--- src/rtl/mdm_pkg.sv ---
package mdm_pkg;

    localparam int LINE_W = 4;

    typedef struct packed {
        logic loop;
        logic out2;
        logic out1;
        logic rts;
        logic dtr;
    } mdm_ctrl_t;

    localparam int CTRL_W = $bits(mdm_ctrl_t);

    typedef struct packed {
        logic dcd;
        logic ri;
        logic dsr;
        logic cts;
    } mdm_lines_t;

    typedef enum logic {
        SEL_CTRL = 1'b0,
        SEL_STAT = 1'b1
    } mdm_sel_e;

    // Status levels seen when the port talks to itself
    function automatic mdm_lines_t loop_lines(input mdm_ctrl_t c);
        mdm_lines_t l;
        l.cts = c.rts;
        l.dsr = c.dtr;
        l.ri  = c.out1;
        l.dcd = c.out2;
        return l;
    endfunction

    // Events that latch a change flag: any edge, except ring (trailing only)
    function automatic mdm_lines_t line_events(input mdm_lines_t prev, input mdm_lines_t now);
        mdm_lines_t e;
        e.cts = prev.cts ^ now.cts;
        e.dsr = prev.dsr ^ now.dsr;
        e.dcd = prev.dcd ^ now.dcd;
        e.ri  = prev.ri & ~now.ri;
        return e;
    endfunction

endpackage

--- src/rtl/mdm_sync.sv ---
module mdm_sync #(
    parameter int W      = 4,
    parameter int STAGES = 2
) (
    input  logic         clk,
    input  logic         rst,
    input  logic [W-1:0] d,
    output logic [W-1:0] q
);
    logic [W-1:0] stage [STAGES];

    for (genvar s = 0; s < STAGES; s++) begin : g_stage
        if (s == 0) begin : g_first
            always_ff @(posedge clk) begin
                if (rst) stage[s] <= '0;
                else     stage[s] <= d;
            end
        end else begin : g_next
            always_ff @(posedge clk) begin
                if (rst) stage[s] <= '0;
                else     stage[s] <= stage[s-1];
            end
        end
    end

    assign q = stage[STAGES-1];
endmodule

--- src/rtl/mdm_route.sv ---
module mdm_route
    import mdm_pkg::*;
(
    input  mdm_ctrl_t  ctrl,
    input  mdm_lines_t ext_lines,
    input  logic       tx_ser,
    input  logic       rxd_pin,
    output logic       rx_ser,
    output logic       txd_pin,
    output logic       dtr_n,
    output logic       rts_n,
    output logic       out1_n,
    output logic       out2_n,
    output mdm_lines_t lines_now
);
    always_comb begin
        if (ctrl.loop) begin
            dtr_n     = 1'b1;
            rts_n     = 1'b1;
            out1_n    = 1'b1;
            out2_n    = 1'b1;
            txd_pin   = 1'b1;
            rx_ser    = tx_ser;
            lines_now = loop_lines(ctrl);
        end else begin
            dtr_n     = ~ctrl.dtr;
            rts_n     = ~ctrl.rts;
            out1_n    = ~ctrl.out1;
            out2_n    = ~ctrl.out2;
            txd_pin   = tx_ser;
            rx_ser    = rxd_pin;
            lines_now = ext_lines;
        end
    end
endmodule

--- src/rtl/mdm_delta.sv ---
module mdm_delta
    import mdm_pkg::*;
(
    input  logic       clk,
    input  logic       rst,
    input  mdm_lines_t lines_now,
    input  logic       clr,
    output mdm_lines_t lines_q,
    output mdm_lines_t flags
);
    mdm_lines_t evt;

    always_comb evt = line_events(lines_q, lines_now);

    always_ff @(posedge clk) begin
        if (rst) begin
            lines_q <= '0;
            flags   <= '0;
        end else begin
            lines_q <= lines_now;
            flags   <= (clr ? mdm_lines_t'('0) : flags) | evt;
        end
    end
endmodule

--- src/rtl/mdm_ctl_loop.sv ---
module mdm_ctl_loop
    import mdm_pkg::*;
#(
    parameter int DATA_W      = 8,
    parameter int SYNC_STAGES = 2
) (
    input  logic              clk,
    input  logic              rst,
    input  logic              wr_en,
    input  logic              rd_en,
    input  logic              addr,
    input  logic [DATA_W-1:0] wdata,
    output logic [DATA_W-1:0] rdata,
    input  logic              tx_ser,
    output logic              rx_ser,
    output logic              txd_pin,
    input  logic              rxd_pin,
    output logic              dtr_n,
    output logic              rts_n,
    output logic              out1_n,
    output logic              out2_n,
    input  logic              cts_n,
    input  logic              dsr_n,
    input  logic              ri_n,
    input  logic              dcd_n
);
    localparam int STAT_W = 2 * LINE_W;

    mdm_ctrl_t  ctrl_q;
    mdm_lines_t pin_lines;
    mdm_lines_t ext_lines;
    mdm_lines_t lines_now;
    mdm_lines_t lines_q;
    mdm_lines_t flags;
    logic       wr_ctrl;
    logic       rd_stat;

    assign wr_ctrl = wr_en && (mdm_sel_e'(addr) == SEL_CTRL);
    assign rd_stat = rd_en && (mdm_sel_e'(addr) == SEL_STAT);

    always_ff @(posedge clk) begin
        if (rst)          ctrl_q <= '0;
        else if (wr_ctrl) ctrl_q <= mdm_ctrl_t'(wdata[CTRL_W-1:0]);
    end

    assign pin_lines = mdm_lines_t'(~{dcd_n, ri_n, dsr_n, cts_n});

    mdm_sync #(.W(LINE_W), .STAGES(SYNC_STAGES)) u_sync (
        .clk (clk),
        .rst (rst),
        .d   (pin_lines),
        .q   (ext_lines)
    );

    mdm_route u_route (
        .ctrl      (ctrl_q),
        .ext_lines (ext_lines),
        .tx_ser    (tx_ser),
        .rxd_pin   (rxd_pin),
        .rx_ser    (rx_ser),
        .txd_pin   (txd_pin),
        .dtr_n     (dtr_n),
        .rts_n     (rts_n),
        .out1_n    (out1_n),
        .out2_n    (out2_n),
        .lines_now (lines_now)
    );

    mdm_delta u_delta (
        .clk       (clk),
        .rst       (rst),
        .lines_now (lines_now),
        .clr       (rd_stat),
        .lines_q   (lines_q),
        .flags     (flags)
    );

    always_comb begin
        rdata = '0;
        if (rd_en) begin
            if (mdm_sel_e'(addr) == SEL_STAT) rdata[STAT_W-1:0] = {lines_now, flags};
            else                              rdata[CTRL_W-1:0] = ctrl_q;
        end
    end
endmodule

--- config.mk ---
export PLATFORM = sky130hd
export DESIGN_NAME = mdm_ctl_loop
export DESIGN_NICKNAME = d
export VERILOG_FILES = /design/src/rtl/mdm_pkg.sv /design/src/rtl/mdm_sync.sv /design/src/rtl/mdm_route.sv /design/src/rtl/mdm_delta.sv /design/src/rtl/mdm_ctl_loop.sv
export SDC_FILE = /design/constraint.sdc
export NUM_CORES = 1
export LEC_CHECK = 0
export BUFFER_PORTS_ARGS = -buffer_cell sky130_fd_sc_hd__clkbuf_2
export CAP_MARGIN = 15
export CORE_ASPECT_RATIO = 1.25
export CORE_MARGIN = 2
export CORE_UTILIZATION = 45
export DETAILED_ROUTE_END_ITERATION = 12
export PLACE_DENSITY = 0.78
export SLEW_MARGIN = 20
export SYNTH_ARGS = -nofsm -noshare
export SYNTH_HDL_FRONTEND = slang
export SYNTH_SLANG_ARGS = --single-unit
--- constraint.sdc ---
create_clock -name clk -period 2.64 [get_ports clk]
set_clock_uncertainty 0.1 [all_clocks]
set_input_delay 0.264 -clock clk [delete_from_list [all_inputs] [get_ports clk]]
set_output_delay 0.264 -clock clk [all_outputs]
set_load 0.005 [all_outputs]
Word-level counts from Yosys, hierarchy flattened
Memory sizes are Yosys's and may differ from the RTL's.
Cells that the tools add are included.

storage, ports and cells
  bits in registers = 13
  latch bits = 0
  bits in writable memories = 8
  ROM bits = 0
  bits of input ports = 19
  output and inout port bits = 14
  logic and storage cells = 46
  memories kept = 1

cells by class
  $add $sub $neg = 0
  multiply operators = 0
  divide/modulo/power cells = 0
  order comparisons = 0
  equality and inequality tests = 0
  shift operators = 0
  multiplexer cells = 16
  bitwise logic cells = 14
  reduce and logical (&&, ||, !) cells = 2

memory list
  memory        depth  bits a word  rd ports  clocked after memory_dff  write ports  RTL line        source
  u_sync.stage  2      4            2         0                         2            mdm_sync.sv:10  logic [W-1:0] stage [STAGES];

operators with widths
  cell               count
  2-to-1 mux 4 bit   4
  2-to-1 mux 1 bit   9
  2-to-1 mux 8 bit   1
  NOT 1 bit          6
  2-to-1 mux 5 bit   1
  NOT 4 bit          1
  bitwise OR 4 bit   1
  2-to-1 mux 3 bit   1
  XOR 1 bit          3
  logical AND 1 bit  2
  bitwise OR 1 bit   2
  AND 1 bit          1

Depth between registers and ports, before layout
Gate-level depths: netlist (run 1).

  depth after elaboration = 4
  gate-level depth with buffers = 5
  depth with buffers taken out = 3

Modules after synthesis
A second synthesis (run 1) with hierarchy kept.

second synthesis, totals
  cell total of the unflattened synthesis = 91
  area total of the unflattened synthesis = 947.2 um2

by module, submodules not included
  module        times used  cells an instance  area each (um2)  sequential area each (um2)
  mdm_ctl_loop  1           40                 354.1            100.1
  mdm_delta     1           24                 265.3            160.2
  mdm_sync      1           16                 210.2            160.2
  mdm_route     1           11                 117.6            0.0

Least setup slack after synthesis (run 1)
OpenSTA, ideal clock, no wires.

  path type = reg-to-output
  start = reg ctrl_q[4] in the netlist's numbering
  end = out rdata[4]
  arrival time = 948 ps
  required time = 2276 ps
  path slack = 1328 ps
  cell stages (with the launch flop) = 5
  path buffers = 1
  cell sequence = dfxtp_1 > buf_6 > mux2i_2 > nand2_1 > o211a_1

between the ends
  longest elaborated chain between the ends = 3

RTL lines
  item                    RTL line            source
  from (decl)             mdm_ctl_loop.sv:29  mdm_ctrl_t ctrl_q;
  from (signal assigned)  mdm_ctl_loop.sv:43  else if (wr_ctrl) ctrl_q <= mdm_ctrl_t'(wdata[CTRL_W-1:0]);
  2-to-1 mux 4 bit        mdm_route.sv:17     if (ctrl.loop) begin
  2-to-1 mux 5 bit *      mdm_ctl_loop.sv:81  if (mdm_sel_e'(addr) == SEL_STAT) rdata[STAT_W-1:0] = {lines_now, flags};
  2-to-1 mux 8 bit *      mdm_ctl_loop.sv:80  if (rd_en) begin
  to (decl)               mdm_ctl_loop.sv:13  output logic [DATA_W-1:0] rdata,

Mark *: on every way between the ends. The rest lies on a longest branch, timed or not.

Worst setup path in the final report (run 1)
Same ends and word-level chain as after synthesis.

==> impl_results.md, run 1 <==
* Status: complete, no violations
* GRT met1 Usage at 16.7%
* Max H-tree Level at 1
* Period utilization at 73.5%
* Horiz. Die Dim at 42.3 um
* Leakage at 0.474 nW
* Die area at 2190 sq um
* Synthesized instance count at 84
* RSZ-0062 raised after global routing: false
* Fin Setup TNS at 0 ps
* Global-route wire length before repair at 2420 um
* Drt pass-1 iters at 4
* Flop pwr share at approximately three fifths
* Synthesized area at 823 sq um
* CTS tree: yes
* Cell type with the largest total area after synthesis: dfxtp_1
* Clk pwr share at 27.3%
* Combinational share of power at 12.1%
* Root buf cell: clkbuf_4
* Clk buf depth at 2
* Area growth syn-to-layout at 25.2%
* Placed cells at between 100 and 150
* Antenna-violating nets left at 0
* Net Count, Synth at approximately 100
* Net switching power figure at 0.000138 W
* YS warnings at 0
* Worst-path maximum fanout at 12
* Hold Vio Cnt, Final at 0
* Fmax at 0.515 GHz
* IO Port Bufs at 29
* Clock transition at path regs at 110 ps
* Slew at the pin with the worst max-slew slack at roughly 700 ps
* GPL Wtd Cong at 0.760
* Worst Path Arrival at 1580 ps
* Antenna violations before repair at 0
* Setup Buffers After CTS at 0
* Overflow after GRT at 0
* M3 GR Usage at around 2.1%
* Critical Path RT at 2280 ps
* Sink Count at 21
* Peak supply drop at 0.281 mV
* Final #Nets at 136
* Post-DP HPWL at 1030 um
* Int Power at 0.000426 W
* Critical Path Sink Type: output port
* Vias in the first global route at 585
* Hold/Removal Path Class: primary input to flop
* Die H at between 50 and 60 um
* Max cap viols at 0
* Most frequent cells in the layout: clkbuf_2, dfxtp_1, nor2_1, mux2i_1, nor2b_1
* Power density over the cells at 547 nW/um^2
* Syn avg cell area at 9.80 sq um
* Post-Layout Cell Count at about 140
* Synth top area share at 51.1%
* Initial DRC Count at 6
* Final Max Tran Viols at 0
* Final-report setup violation count at 0
* Slew margin rel. at 54.5%
* Drt wl/cell at 10.8 um
* Initial core utilization at 47.2%
* WS Path Type: flop to output port
* Ratio of cells with drive above 1 in the final layout at 29.3%
* Drc violations at 0
* CTS Buf Count at 3
* ANT cells at 0
* Core area at 1740 sq um
* Final min period at around 1900 ps
* Top cells by area, synth: dfxtp_1, mux2i_1, nor2_1
* Vias at 644
* Largest net degree at the start of global routing at 22
* Commonest non-fill, non-tap cell in the layout: clkbuf_2
* GR met2 Demand/Resource at about a quarter
* Sw frac at 24.4%
* I/O Pins at 33
* Most Used Layer, Global Route: met2
* Yosys cell types at 16
* Yosys reg bits at 21
* FP Rows at 17
* CP startpoint kind: flop
* Seq/Total Area, Yosys at 51.1%
* Clk Latency, worst-skew pair at slightly above 300 ps
* GR Util All Layers at 15.2%
* Total Wirelength at 1460 um
* Vias per inst at 4.77
-- synthesized netlist by cell type --
| master | count |
|---|---|
| a21oi_1 | 3 |
| a22oi_1 | 1 |
| buf_2 | 2 |
| buf_6 | 1 |
| clkbuf_1 | 2 |
| dfxtp_1 | 21 |
| mux2_1 | 1 |
| mux2i_1 | 12 |
| mux2i_2 | 1 |
| nand2_1 | 5 |
| nand2b_1 | 4 |
| nor2_1 | 17 |
| nor2b_1 | 9 |
| o211a_1 | 1 |
| or2_1 | 1 |
| xor2_1 | 3 |
-- what timing repair did --
| action | CTS | global route |
|---|---|---|
| gates resized for setup | 0 | 0 |
| hold buffers | 4 | 0 |
| endpoints found under the hold margin | 4 | 0 |
-- metal layers --
layer  vias to the layer above  share of wire (%)
li1                        332                  -
met1                       287                 42
met2                        20                 50
met3                         5                4.1
met4                         0                3.3
met5                         -                  0
-- worst paths after layout --
| kind | startpoint | to | slack (ps) | depth (start not counted) |
|---|---|---|---|---|
| max | ctrl_q[4] | rdata[4] | 700 | 4 |
| min | wdata[3] | ctrl_q[3] | 80 | 3 |
| max reg2reg | ctrl_q[4] | u_delta.flags[3] | 1160 | 3 |
| min reg2reg | u_sync.stage[0][1] | u_sync.stage[1][1] | 350 | 1 |
-- critical path, stage by stage (launching register included) --
cell and delay (ps):
dfxtp_1 620, mux2i_2 330, nand2_1 90, o211a_1 120
clkbuf_2 110
-- state kept, by name, summed over array words and instances, names as in the netlist --
register,count
u_sync.stage,8
u_delta.flags,4
ctrl_q,5
u_delta.lines_q,4
-- logic make-up (layout without fill, tap and decap cells) --
logic type	after synthesis	in the layout	synth area share, %
simple gates	36	36	20.7
flops	21	21	51.1
mux	14	14	17.6
compound gates	5	5	3.95
buf+inv	5	37	3.50
xor+xnor	3	3	3.19
-- final cells by class --
class | instances | area (sq um)
multi-input combinational | 58 | 374
sequential | 21 | 420
clock buffer | 3 | 22.5
clock inverter | 1 | 5.00
fill | 167 | 713
tap | 19 | 23.8
timing repair buffer | 33 | 185
-- power by group through the flow --
stage | Sequential [W] | Clock [W] | Combinational [W]
3_5_place_dp | 0.000350 | 0 | 0.0000642
3_3_place_gp | 0.000349 | 0 | 0.0000626
6_report | 0.000342 | 0.000154 | 0.0000682
2_1_floorplan | 0.000345 | 0 | 0.0000434
4_1_cts | 0.000342 | 0.000161 | 0.0000692
5_1_grt | 0.000344 | 0.000172 | 0.0000764
-- per-stage QoR --
step           power [W]  hold WS [ps]  setup slack, ps  cell area (sq um)  util [%]
2_1_floorplan   0.000389           236             1330                823         -
3_3_place_gp    0.000412           316             1050                963      55.2
5_1_grt         0.000593          93.0              568               1030      59.1
3_5_place_dp    0.000414           323             1050                963      55.2
6_report        0.000564          84.0              699               1030      59.1
4_1_cts         0.000573          83.9              681               1030      59.1
No activity file was read; power rests on OpenSTA's default activity.
==> run 2, diff against run 1 <==
Settings changed: ABC_AREA set to 1, CORE_UTILIZATION 45 to 42, PLACE_DENSITY 0.78 to 0.76.
Clock period 2.64 ns to 1.6 ns, I/O delays scaled along.
==> impl_results.md, run 2 <==
* Status: complete, no violations
* Worst-path maximum fanout at 9 (-3)
* Mux contribution to synthesized area at 0% (-18 points)
* Net Count, Synth at 143 (+39%)
* Core area at 1980 sq um (+14%)
* Drt pass-1 iters at 4 (unchanged)
* Root buf cell: clkbuf_4
* Period utilization at a little over 90%
* GR Util All Layers at 15.4% (+0.20 points)
* Hold/Removal Path Class: primary input to flop
* Most frequent cells in the layout: clkbuf_2, nand2_1, dfxtp_1, inv_1, nor2_1
* Hold Vio Cnt, Final at 0 (unchanged)
* CP peak stage delay at 390 ps (-230 ps)
* Combinational share of power at 17.0% (+4.9 points)
* Post-layout power at 0.000992 W (+76%)
* Fin Setup TNS at 0 ps (unchanged)
* Clk Latency, worst-skew pair at 300 ps (about the same)
* Int Power at 0.000729 W (+71%)
* CP startpoint kind: flop
* Worst Setup SP: ctrl_q[4]
* Fin worst setup slack at 111 ps (-589 ps)
* Commonest cells post-synth: nand2_1, dfxtp_1, inv_1
* Vias per inst at 4.60 (-3.6%)
* Vias at 823 (+28%)
* Setup WS pre-CTS at 386 ps (-667 ps)
* Die area at 2490 sq um (+14%)
* Ratio of cells with drive above 1 in the final layout at 27.0% (-2.3 points)
* Power density over the cells at 894 nW/um^2 (+63%)
* Die H at 55.3 um (+6.8%)
* Clock transition at path regs at 110 ps (about the same)
* Antenna-violating nets left at 0 (unchanged)
* Horiz. Die Dim at 45.1 um (+6.7%)
* Top cells by area, synth: dfxtp_1, nand2_1, inv_1
* Max cap viols at 0 (unchanged)
* Synth Area in Simple Gates at 27.0% (+6.3 points)
* Max H-tree Level at 1 (unchanged)
* Flop pwr share at 57.7% (-2.9 points)
* Vias in the first global route at 703 (+20%)
* Fmax at 0.671 GHz
* Post-DP HPWL at 1270 um (+23%)
* Filler cells at 190 (+14%)
* Critical Path RT at 1340 ps (-940 ps)
* Main flop type after synthesis: dfxtp_1
* R2R Path Start: ctrl_q[4]
* Max reg flops at 8 (unchanged)
* I/O Pins at 33 (unchanged)
* ANT cells at 0 (unchanged)
* Initial core utilization at 44.7% (-2.5 points)
* Worst Path Arrival at 1230 ps (-350 ps)
* Synthesized instance count at 124 (+48%)
* Largest Register: u_sync.stage
* Final-report setup violation count at 0 (unchanged)
* IO Port Bufs at 29 (unchanged)
* Total Wirelength at 1790 um (+23%)
* Synthesized-area fraction occupied by adder cells at 0% (unchanged)
* Antenna violations before repair at 0 (unchanged)
* Synthesized area at 886 sq um (+7.6%)
* Largest family of logic cells by synthesized area: simple AND/OR/NAND/NOR gates
* Leakage at 0.551 nW (+16%)
* GPL Wtd Cong at 0.816 (+7.4%)
* Synth top area share at 47.5% (-3.6 points)
* Largest registers: u_sync.stage: 8 flops, ctrl_q: 5 flops
* CTS Buf Count at 3 (unchanged)
* Net switching power figure at 0.000263 W (+91%)
* Final min period at around 1500 ps
* Seq/Total Area, Yosys at 47.5% (-3.6 points)
* Clk pwr share at 25.3% (-2.0 points)
* Sw frac at 26.5% (+2.1 points)
* YS warnings at 0 (unchanged)
* Peak supply drop at 0.502 mV (+79%)
* Sink Count at 21 (unchanged)
* Slew at the pin with the worst max-slew slack at 282 ps (-399 ps)
* Crit-path cells: buf_6, nand2_2, nand3_1, o211ai_1, inv_1, clkbuf_2
* Initial DRC Count at 19 (+13)
* Final Max Tran Viols at 0 (unchanged)
* Commonest non-fill, non-tap cell in the layout: clkbuf_2
* RSZ-0062 raised after global routing: false
* Overflow after GRT at 0 (unchanged)
* Slew margin rel. at 81.2% (+27 points)
* Min-delay src: wdata[4]
* Yosys cell types at 15 (-1)
* Synth Area in Compound Gates at 13.6% (+9.6 points)
* Post-synth EDFFs at 0 (unchanged)
* WS Path Type: flop to output port
* Drc violations at 0 (unchanged)
* Largest net degree at the start of global routing at 15 (-32%)
* Most frequent cell after synthesis: nand2_1
* Cell type with the largest total area after synthesis: dfxtp_1
* Async set or reset register ratio after synthesis at 0% (unchanged)
* Yosys reg bits at 21 (unchanged)
* Critical Path Sink Type: output port
* FP Rows at 18 (+1)
* Syn avg cell area at 7.14 sq um (-27%)
* Post-synthesis xor/xnor area fraction at 0% (-3.2 points)
* CTS tree: yes
* Final #Nets at 179 (+32%)
* Drt wl/cell at 9.99 um (-7.6%)
* Slowest stage cell, crit path: dfxtp_2
* Global-route wire length before repair at 2880 um (+19%)
* Area growth syn-to-layout at 25.3% (about the same)
* Clk buf depth at 2 (unchanged)
[run 2: cell count changes after synthesis, moves of 3 or more]
cell      delta
o21ai_0      +9
nor2_1       -3
nor2b_1      -9
mux2i_1     -12
a21oi_1      +7
inv_1       +19
nand2_2      +4
xor2_1       -3
nand3_1     +10
nand2_1     +23
nand2b_1     -4
[run 2: layout make-up]
cell class	instances	area, sq um	share of cell area (%)
Tap cell	20	25.0	2.25
Inverter	21	81.3	7.33
Multi-Input combinational cell	79	359	32.4
Sequential cell	21	422	38.0
Clock buffer	4	26.3	2.37
Timing Repair Buffer	34	196	17.7
[run 2: final timing paths]
kind	end	depth (start not counted)	slack, ps
max	rdata[4]	6	110
min	ctrl_q[4]	3	30
max reg2reg	u_delta.flags[3]	6	530
min reg2reg	u_sync.stage[1][2]	2	310
[run 2: power groups by stage]
stage / sequential, W / combinational (W) / clock (W)
floorplan: 0.000581 / 0.000106 / 0
global placement: 0.000583 / 0.000156 / 0
detailed placement: 0.000584 / 0.000159 / 0
CTS: 0.000572 / 0.000170 / 0.000265
global route: 0.000576 / 0.000196 / 0.000275
finish: 0.000573 / 0.000169 / 0.000251
[run 2: per-layer routing]
metal	wire, um	up-vias	GRT usage (%)
met4	14	0	8.82
met5	0	-	0
met3	55	2	1.96
li1	-	453	-
met2	951	17	26.3
met1	765	351	17.2
[run 2: metrics by stage]
step                      util, %  hold slack [ps]  instance area [sq um]  std cells
after floorplan                 -              122                    886        124
after global placement       52.3              216                   1040        171
after detailed placement     52.3              220                   1040        171
after CTS                    55.6             23.9                   1100        179
after global routing         56.0             50.3                   1110        179
final                        56.0             32.7                   1110        179
[run 2: cell families after synthesis]
kind of cell,Yosys count
compound gates,22
simple gates,57
buf+inv,24
flops,21
[run 2: what timing repair did]
| item | 4_1_cts | 5_1_grt |
|---|---|---|
| resized for setup | 0 | 3 |
| setup endpoints to repair | 0 | 1 |
| buffers inserted | 0 | 0 |
| endpoints found under the hold margin | 4 | 0 |
| hold buffers | 4 | 0 |
[run 2: critical path, delay by kind of cell (launching register included)]
kind	cells	cell delay (ps)
buffers and inverters	3	320
and+or+nand+nor	2	150
DFF	1	390
AOI/OAI and AO/OA	1	80
